**config.mk**
```make
export PLATFORM = sky130hd
export DESIGN_NAME = lsagu
export DESIGN_NICKNAME = d
export VERILOG_FILES = /design/src/rtl/lsagu_pkg.sv /design/src/rtl/lsagu_shift.sv /design/src/rtl/lsagu_decode.sv /design/src/rtl/lsagu_addr.sv /design/src/rtl/lsagu.sv
export SDC_FILE = /design/constraint.sdc
export NUM_CORES = 1
export LEC_CHECK = 0
export BUFFER_PORTS_ARGS = -buffer_cell sky130_fd_sc_hd__buf_4
export CAP_MARGIN = 30
export CORE_MARGIN = 1.5
export CORE_UTILIZATION = 35
export DETAILED_ROUTE_END_ITERATION = 10
export SLEW_MARGIN = 20
export SYNTH_ARGS = -nofsm -noshare
export SYNTH_HDL_FRONTEND = slang
export SYNTH_SLANG_ARGS = --single-unit
```
**constraint.sdc**
```tcl
create_clock -name clk -period 3 [get_ports clk]
set_input_delay 0.6 -clock clk [delete_from_list [all_inputs] [get_ports clk]]
set_output_delay 0.6 -clock clk [all_outputs]
set_load 0.01 [all_outputs]
```
**src/rtl/lsagu_pkg.sv**
```systemverilog
package lsagu_pkg;

  typedef enum logic [1:0] {
    SZ_BYTE = 2'b00,
    SZ_HALF = 2'b01,
    SZ_WORD = 2'b10
  } acc_size_e;

  typedef enum logic [1:0] {
    SH_LSL = 2'b00,
    SH_LSR = 2'b01,
    SH_ASR = 2'b10,
    SH_ROR = 2'b11
  } shift_kind_e;

  typedef struct packed {
    logic [31:0] addr;
    logic        wb_en;
    logic [3:0]  wb_idx;
    logic [31:0] wb_val;
    acc_size_e   size;
    logic        user;
  } agu_res_t;

endpackage

```
**src/rtl/lsagu_shift.sv**
```systemverilog
module lsagu_shift #(
  parameter int DW = 32,
  localparam int AW = $clog2(DW)
) (
  input  logic [DW-1:0]             val,
  input  logic [AW-1:0]             amt,
  input  lsagu_pkg::shift_kind_e    kind,
  input  logic                      carry,
  output logic [DW-1:0]             res
);
  import lsagu_pkg::*;

  logic [2*DW-1:0] rot_wide;
  logic            amt_zero;

  assign amt_zero = (amt == '0);
  assign rot_wide = {val, val} >> amt;

  always_comb begin
    unique case (kind)
      SH_LSL: res = val << amt;
      SH_LSR: res = amt_zero ? '0 : (val >> amt);
      SH_ASR: res = amt_zero ? {DW{val[DW-1]}} : DW'($signed(val) >>> amt);
      default: res = amt_zero ? {carry, val[DW-1:1]} : rot_wide[DW-1:0];
    endcase
  end

endmodule

```
**src/rtl/lsagu_decode.sv**
```systemverilog
module lsagu_decode #(
  parameter int DW = 32
) (
  input  logic [31:0]            instr,
  input  logic [DW-1:0]          ofs_val,
  input  logic                   carry_in,
  output logic [DW-1:0]          mag,
  output logic                   up,
  output logic                   pre,
  output logic                   wb_req,
  output logic [3:0]             base_idx,
  output lsagu_pkg::acc_size_e   size,
  output logic                   user
);
  import lsagu_pkg::*;

  localparam int AW = $clog2(DW);

  logic          is_half;
  logic          reg_form;
  logic [DW-1:0] shifted;
  logic [DW-1:0] imm12;
  logic [DW-1:0] imm8;

  assign is_half  = (instr[27:26] != 2'b01);
  assign reg_form = instr[25];
  assign up       = instr[23];
  assign pre      = instr[24];
  assign wb_req   = instr[21];
  assign base_idx = instr[19:16];
  assign imm12    = DW'(instr[11:0]);
  assign imm8     = DW'({instr[11:8], instr[3:0]});

  lsagu_shift #(.DW(DW)) u_shift (
    .val   (ofs_val),
    .amt   (instr[7+AW-1:7]),
    .kind  (shift_kind_e'(instr[6:5])),
    .carry (carry_in),
    .res   (shifted)
  );

  always_comb begin
    if (is_half) begin
      mag  = instr[22] ? imm8 : ofs_val;
      size = SZ_HALF;
      user = 1'b0;
    end else begin
      mag  = reg_form ? shifted : imm12;
      size = instr[22] ? SZ_BYTE : SZ_WORD;
      user = ~instr[24] & instr[21];
    end
  end

endmodule

```
**src/rtl/lsagu_addr.sv**
```systemverilog
module lsagu_addr #(
  parameter int DW = 32
) (
  input  logic [DW-1:0] base,
  input  logic [DW-1:0] mag,
  input  logic          up,
  input  logic          pre,
  input  logic          wb_req,
  output logic [DW-1:0] addr,
  output logic          wb_en,
  output logic [DW-1:0] wb_val
);

  logic [DW-1:0] moved;

  assign moved = up ? (base + mag) : (base - mag);

  always_comb begin
    wb_val = moved;
    if (pre) begin
      addr  = moved;
      wb_en = wb_req;
    end else begin
      addr  = base;
      wb_en = 1'b1;
    end
  end

endmodule

```
**src/rtl/lsagu.sv**
```systemverilog
module lsagu #(
  parameter int DW = 32
) (
  input  logic          clk,
  input  logic          rst_n,
  input  logic          in_valid,
  input  logic [31:0]   instr,
  input  logic [DW-1:0] base_val,
  input  logic [DW-1:0] ofs_val,
  input  logic          carry_in,
  output logic          out_valid,
  output logic [DW-1:0] mem_addr,
  output logic          wb_en,
  output logic [3:0]    wb_idx,
  output logic [DW-1:0] wb_val,
  output logic [1:0]    acc_size,
  output logic          user_acc
);
  import lsagu_pkg::*;

  logic [1:0]    rst_sync;
  logic          rst_int_n;

  logic [DW-1:0] mag;
  logic          up, pre, wb_req, user_d, wb_en_d;
  logic [3:0]    idx_d;
  acc_size_e     size_d;
  logic [DW-1:0] addr_d, wbv_d;

  logic          vld_q;
  logic [DW-1:0] addr_q, wbv_q;
  logic          wben_q, user_q;
  logic [3:0]    idx_q;
  logic [1:0]    size_q;

  // reset: asserted asynchronously, released on the clock
  always_ff @(posedge clk or negedge rst_n) begin
    if (!rst_n) rst_sync <= 2'b00;
    else        rst_sync <= {rst_sync[0], 1'b1};
  end
  assign rst_int_n = rst_sync[1];

  lsagu_decode #(.DW(DW)) u_dec (
    .instr    (instr),
    .ofs_val  (ofs_val),
    .carry_in (carry_in),
    .mag      (mag),
    .up       (up),
    .pre      (pre),
    .wb_req   (wb_req),
    .base_idx (idx_d),
    .size     (size_d),
    .user     (user_d)
  );

  lsagu_addr #(.DW(DW)) u_addr (
    .base   (base_val),
    .mag    (mag),
    .up     (up),
    .pre    (pre),
    .wb_req (wb_req),
    .addr   (addr_d),
    .wb_en  (wb_en_d),
    .wb_val (wbv_d)
  );

  always_ff @(posedge clk or negedge rst_int_n) begin
    if (!rst_int_n) vld_q <= 1'b0;
    else            vld_q <= in_valid;
  end

  always_ff @(posedge clk or negedge rst_int_n) begin
    if (!rst_int_n) begin
      addr_q <= '0;
      wbv_q  <= '0;
      wben_q <= 1'b0;
      idx_q  <= '0;
      size_q <= '0;
      user_q <= 1'b0;
    end else if (in_valid) begin
      addr_q <= addr_d;
      wbv_q  <= wbv_d;
      wben_q <= wb_en_d;
      idx_q  <= idx_d;
      size_q <= size_d;
      user_q <= user_d;
    end
  end

  assign out_valid = vld_q;
  assign mem_addr  = addr_q;
  assign wb_en     = wben_q;
  assign wb_idx    = idx_q;
  assign wb_val    = wbv_q;
  assign acc_size  = size_q;
  assign user_acc  = user_q;

endmodule

```
Word level (Yosys, flattened, before mapping) --
Cells that the tools add are included.
Cells by class: add/subtract/negate cells 2, eq/ne operators 3, shift operators 4, multiplexer cells 13, bitwise gates (word level) 2, reduce and logical (&&, ||, !) cells 2
Operator list (count):
- $mux W32 | 8
- $pmux W32 S3 | 1
- $shr A64 B5 Y32 | 1
- $add A32 B32 Y32 | 1
- $shl A32 B5 Y32 | 1
- $shr A32 B5 Y32 | 1
- $sshr A32 B5 Y32 | 1
- $sub A32 B32 Y32 | 1
- $logic_not A5 Y1 | 1
- $mux W2 | 2
- $eq A2 B1 Y1 const B | 1
- $eq A2 B2 Y1 const B | 1
- $logic_not A2 Y1 | 1
- $mux W1 | 2
- $ne A2 B1 Y1 const B | 1
- $and A1 B1 Y1 | 1
- $not A1 Y1 | 1
Storage, ports and cells: register bits 75, input port bits 100

Logic depth before layout (Yosys ltp) --
word-level depth 8, depth in mapped cells 29, gate-level depth less buffers 23

Modules after synthesis --
From an unflattened synthesis, not the netlist that was laid out.
Second synthesis, totals: cells, all modules 1490, area total of the unflattened synthesis 13264.0 um2
Modules (own cells, without submodules):
- lsagu_shift | times used 1, cells an instance 820, area an instance 6413.7 um2, seq. area each 0.0 um2
- lsagu | times used 1, cells an instance 156, area an instance 3105.5 um2, seq. area each 1876.8 um2
- lsagu_addr | times used 1, cells an instance 429, area an instance 3088.0 um2, seq. area each 0.0 um2
- lsagu_decode | times used 1, cells an instance 85, area an instance 656.9 um2, seq. area each 0.0 um2

Worst setup path before layout --
OpenSTA, ideal clock, no wires.
path type input port to flip-flop, start point input port instr[7], end point register addr_q[29], in the netlist mem_addr[29], setup time 0.137 ns, arrival time 5.770 ns, data required time 2.863 ns, slack -2.907 ns, stages 27, cell sequence buf_6 buf_12 buf_12 buf_6 mux2_1 mux4_2 nor2_2 a311o_1 a31oi_1 o32ai_1 ha_1 o211ai_1 nor3_1 a21oi_1 xnor2_1 ha_1 clkbuf_1 a211oi_1 nand2_1 o2bb2ai_1 a41oi_1 a21oi_1 o41ai_1 a21boi_0 or3_1 a31oi_1 a21oi_1
On the way: longest elaborated chain between the ends 8, elaborated cells on any way between the ends 15
RTL lines:
- start, declared | RTL line lsagu.sv:7 | input logic [31:0] instr,
- $shr A64 B5 Y32 (tied with other cells) | RTL line lsagu_shift.sv:17 | assign rot_wide = {val, val} >> amt;
- $mux W32 (on tied branches) | RTL line lsagu_shift.sv:24, lsagu_shift.sv:22, lsagu_shift.sv:23
- $pmux W32 S3 | RTL line lsagu_shift.sv:20 | unique case (kind)
- $mux W32 (*) | RTL line lsagu_decode.sv:48 | mag = reg_form ? shifted : imm12;
- $mux W32 (*) | RTL line lsagu_decode.sv:43 | if (is_half) begin
- $sub A32 B32 Y32 or $add A32 B32 Y32 (tied branches) | RTL line lsagu_addr.sv:16 | assign moved = up ? (base + mag) : (base - mag);
- $mux W32 (*) | RTL line lsagu_addr.sv:16
- $mux W32 (*) | RTL line lsagu_addr.sv:20 | if (pre) begin
- end signal, assigned | RTL line lsagu.sv:81 | addr_q <= addr_d;
- end, declared | RTL line lsagu.sv:31 | logic [DW-1:0] addr_q, wbv_q;
Mark *: on every way between the ends. The rest lies on a longest branch, timed or not. A chain may end at the register's enable or synchronous reset.

Worst setup path in the final report --
start point input port instr[10], end point register addr_q[19], in the netlist mem_addr[19]
On the way: longest elaborated chain between the ends 8, elaborated cells on any way between the ends 16
RTL lines (RTL line):
- $shr A64 B5 Y32 (tied with other cells) | lsagu_shift.sv:17
- $mux W32 (on tied branches) | lsagu_shift.sv:24, lsagu_shift.sv:22, lsagu_shift.sv:23
- $pmux W32 S3 | lsagu_shift.sv:20
- $mux W32 | lsagu_decode.sv:48
- $mux W32 (*) | lsagu_decode.sv:43
- $sub A32 B32 Y32 or $add A32 B32 Y32 (tied branches) | lsagu_addr.sv:16
- $mux W32 (*) | lsagu_addr.sv:16
- $mux W32 (*) | lsagu_addr.sv:20
Marked as above.

==> impl_metrics.yaml <==
clock_network:
  cts_buffers: 9
  cts.clk_slew.worst_paths_ns: 0.07
  cts.sinks: 75
  clockBufferDepth: 2
  cts_root_buf: "clkbuf_16"
  ctsHtreeMaxLevel: 3
  clk_latency_ns: 0.37
  cts_tree: "built"
yosys:
  avgSynthCellArea_um2: 8.14
  yosys.area.top_type: "dfrtp_1"
  synth_edf_count: 0
  synth_compound_area_share_pct: 29.9
  synthAdderAreaFrac_pct: 3.61
  syn_inst: 1430
  netlist.area_leader.share_pct: 16.1
  synth_top_family_by_area: "compound AO/OA/AOI/OAI gates"
  yosysUniqueCellTypes: 95
  yosys_warnings: 0
  async_reset_ff_share_pct: 100
  ys_ff_latch: 75
  synth_ff_type: "dfrtp_1"
  ys_seq_area_share_pct: 16.1
  synth.area.top_cells: "dfrtp_1 16%, mux4_2 8.1%, mux2i_1 8.0%"
  synth_xor_area_share_pct: 4.48
  yosys.area_share.simple_pct: 15.8
  synth_mux_area_share_pct: 24.0
  syn_area_um2: 11600
  synth_nets: 1563
routing:
  dr_total_vias: 17100
  wl_um: 84200
  drtAntennaViolNets: 0
  drtIter0Drc: 2025
  wl_per_cell_um: 32.4
  vias_per_cell: 6.59
  drc: 0
  dr.pass1.iters: 7
die:
  pin_count: 173
  rows: 66
  start_util_pct: 35.7
  die_x_um: 185
  dieArea_um2: 34400
  die_y_um: 185
  core_area_um2: 32600
layout:
  seq_area_um2: 1880
  fin_cells: 2600
  multi_input_area_um2: 10200
  fillers: 2708
  area_growth_pct: 71.1
  nets: 2284
  final_layout_size_suffix_gt1_share_pct: 53.5
setup_path:
  cp-start-kind: "primary input"
  crit_type: "in -> reg"
  critical_path_arrival_ns: 6.26
  worstPathRequired_ns: 3.24
  end_kind: "flop"
  rrSetupSlack_ns: 1.85
  path_max_fanout: 6
grt:
  grt_pass1_vias: 17000
  grt_first_pass_wirelength_um: 114000
  grt_use_total_pct: 46.3
  antenna_found_initial: 4
  grt.overflow.total: 0
  grt_max_degree: 74
timing:
  worst_hold_slack_ns: 0.300
  hold_viol: 0
  fin_tns_setup_ns: -138.12
  relSlewSlack_pct: 38.5
  worst_pin_slew_ns: 0.920
  rsz0062_at_grt: "true"
  finalMaxSlewViolations: 0
  setup-violations-final: 62
  skew_ns: 0.0102
  fmax_mhz: 166
  layout_min_cycle_time_ns: 6.01
  fin_crit_sh_pct: 200
  setup_ws_ns: -3.01
outcome:
  violations: "setup timing"
  status: "finished, violations left"
worst_hold_path:
  min_path_type: "reg -> async"
power_and_ir_drop:
  leakagePower_nw: 9.01
  ir_worst_vdd_v: 0.000423
  p_per_area_nw_per_um2: 421
placed_design:
  port_buffers: 163
  place_congestion: 1.08
  dp_hpwl_um: 63200
  dp_worst_setup_slack_ns: -3.61
  dp.cells: 2513
run:
  drv_cap: 0
cell usage after synthesis, types with 9 or more instances:
cell type / number
buf_1: 15
and2_1: 15
buf_2: 14
nor2b_1: 14
nand2b_1: 10
nand3_1: 18
xnor2_1: 41
dfrtp_1: 75
a31oi_1: 29
o22ai_1: 41
ha_1: 32
mux4_2: 42
o21ai_0: 58
inv_1: 25
and3_1: 9
o221ai_1: 23
o21bai_1: 10
a21oi_1: 121
a211oi_1: 30
a32oi_1: 11
nor2_1: 135
mux2_2: 78
xor2_1: 16
clkbuf_1: 95
or2_2: 9
nand2_1: 92
o211ai_1: 21
o21a_1: 9
a21o_1: 18
nor3_1: 29
a221oi_1: 9
a22oi_1: 16
nand4_1: 9
o31ai_1: 11
mux2i_1: 93
critical path, cell delays in order:
cell and delay [ns]:
buf_4 0.14, buf_4 0.15, inv_1 0.43, nor2_1 0.27
buf_4 0.22, a22oi_2 0.33, a31oi_4 0.16, o32ai_4 0.28
ha_4 0.18, o211ai_1 0.14, buf_4 0.18, buf_6 0.11
nor3_4 0.23, nor2_2 0.08, xnor2_2 0.15, ha_1 0.38
buf_4 0.14, nand3_2 0.09, o31ai_4 0.29, buf_4 0.17
buf_6 0.10, a31oi_1 0.08, or2_4 0.26, o21ai_0 0.23
a21oi_1 0.12, xnor2_1 0.24, mux2i_1 0.14, a21oi_1 0.32
power breakdown:
group	leakage [nW]	total, mW	switching, mW	internal (mW)
Combinational	8.01	5.75	2.97	2.77
Clock	0.139	1.10	0.517	0.579
Sequential	0.858	1.54	0.230	1.31
Total	9.01	8.38	3.72	4.66
worst paths after layout:
kind / startpoint / to / depth (start not counted)
min in group clk: rst_sync[0] / rst_sync[1] / 0
max reg2reg: mem_addr[22] / mem_addr[22] / 2
max in group asynchronous: rst_n / rst_sync[1] / 2
max: instr[10] / mem_addr[19] / 28
min reg2reg: rst_sync[1] / out_valid / 1
min: rst_sync[1] / out_valid / 1
per-stage QoR:
step / instance area (µm²) / total power, mW / utilization (%)
after floorplan: 11800 / 3.63 / -
after global placement: 17800 / 6.02 / 54.7
after detailed placement: 17800 / 6.12 / 54.7
after CTS: 19300 / 7.70 / 59.2
after global routing: 19900 / 8.62 / 61.1
final: 19900 / 8.38 / 61.1
cell type report:
type / instances / share of cell area (%)
antenna: 2 / 0.0251
clock buffer: 9 / 1.13
clock inverter: 7 / 0.314
inverter: 27 / 0.528
multi-input combinational: 1193 / 51.1
sequential: 75 / 9.43
tap: 442 / 2.78
timing repair buffer: 845 / 34.7
what timing repair did:
action                     in CTS  in global routing
pin swaps                      95                 95
setup buffers                  53                 28
gates cloned                    4                  0
hold endpoints to repair        2                  0
resized for setup             144                100
hold buffers                    1                  0
setup endpoints to repair      64                 64
sequential cells by signal (all words and copies together), names as in the netlist:
name,cells
wb_idx,4
wb_val,32
out_valid,1
user_acc,1
rst_sync,2
mem_addr,32
acc_size,2
wb_en,1
cells in the final DEF (no fill, tap or decap), types with 18 or more instances in the layout:
cell type  synthesis  final
nor2_1           135    120
mux2_4             1     18
buf_4              5    769
mux2_2            78     63
buf_12             2     22
o21ai_0           58     48
o221ai_1          23     21
a21oi_2            0     22
o22ai_1           41     37
ha_1              32     26
xnor2_1           41     27
nand2_1           92     88
a21oi_1          121     93
mux4_2            42     42
inv_1             25     24
dfrtp_1           75     74
a21o_1            18     18
a211oi_1          30     25
a31oi_1           29     25
buf_6              3     46
mux2i_1           93     85
o211ai_1          21     21
nor3_1            29     23
kinds of logic after synthesis:
| kind of cell | count (synthesis) |
|---|---|
| compound gates | 506 |
| simple gates | 379 |
| mux | 216 |
| buf+inv | 162 |
| flops | 75 |
| xor+xnor | 58 |
| fa+ha+maj | 33 |
| other cells | 1 |
per-layer routing:
layer / up-vias / share of wire (%) / track usage, %
li1: 6988 / - / -
met1: 8309 / 35 / 52.1
met2: 1357 / 44 / 76.2
met3: 488 / 11 / 12.7
met4: 4 / 8.9 / 31.7
met5: - / 0.027 / 0
(Power assumes the default switching activity.)
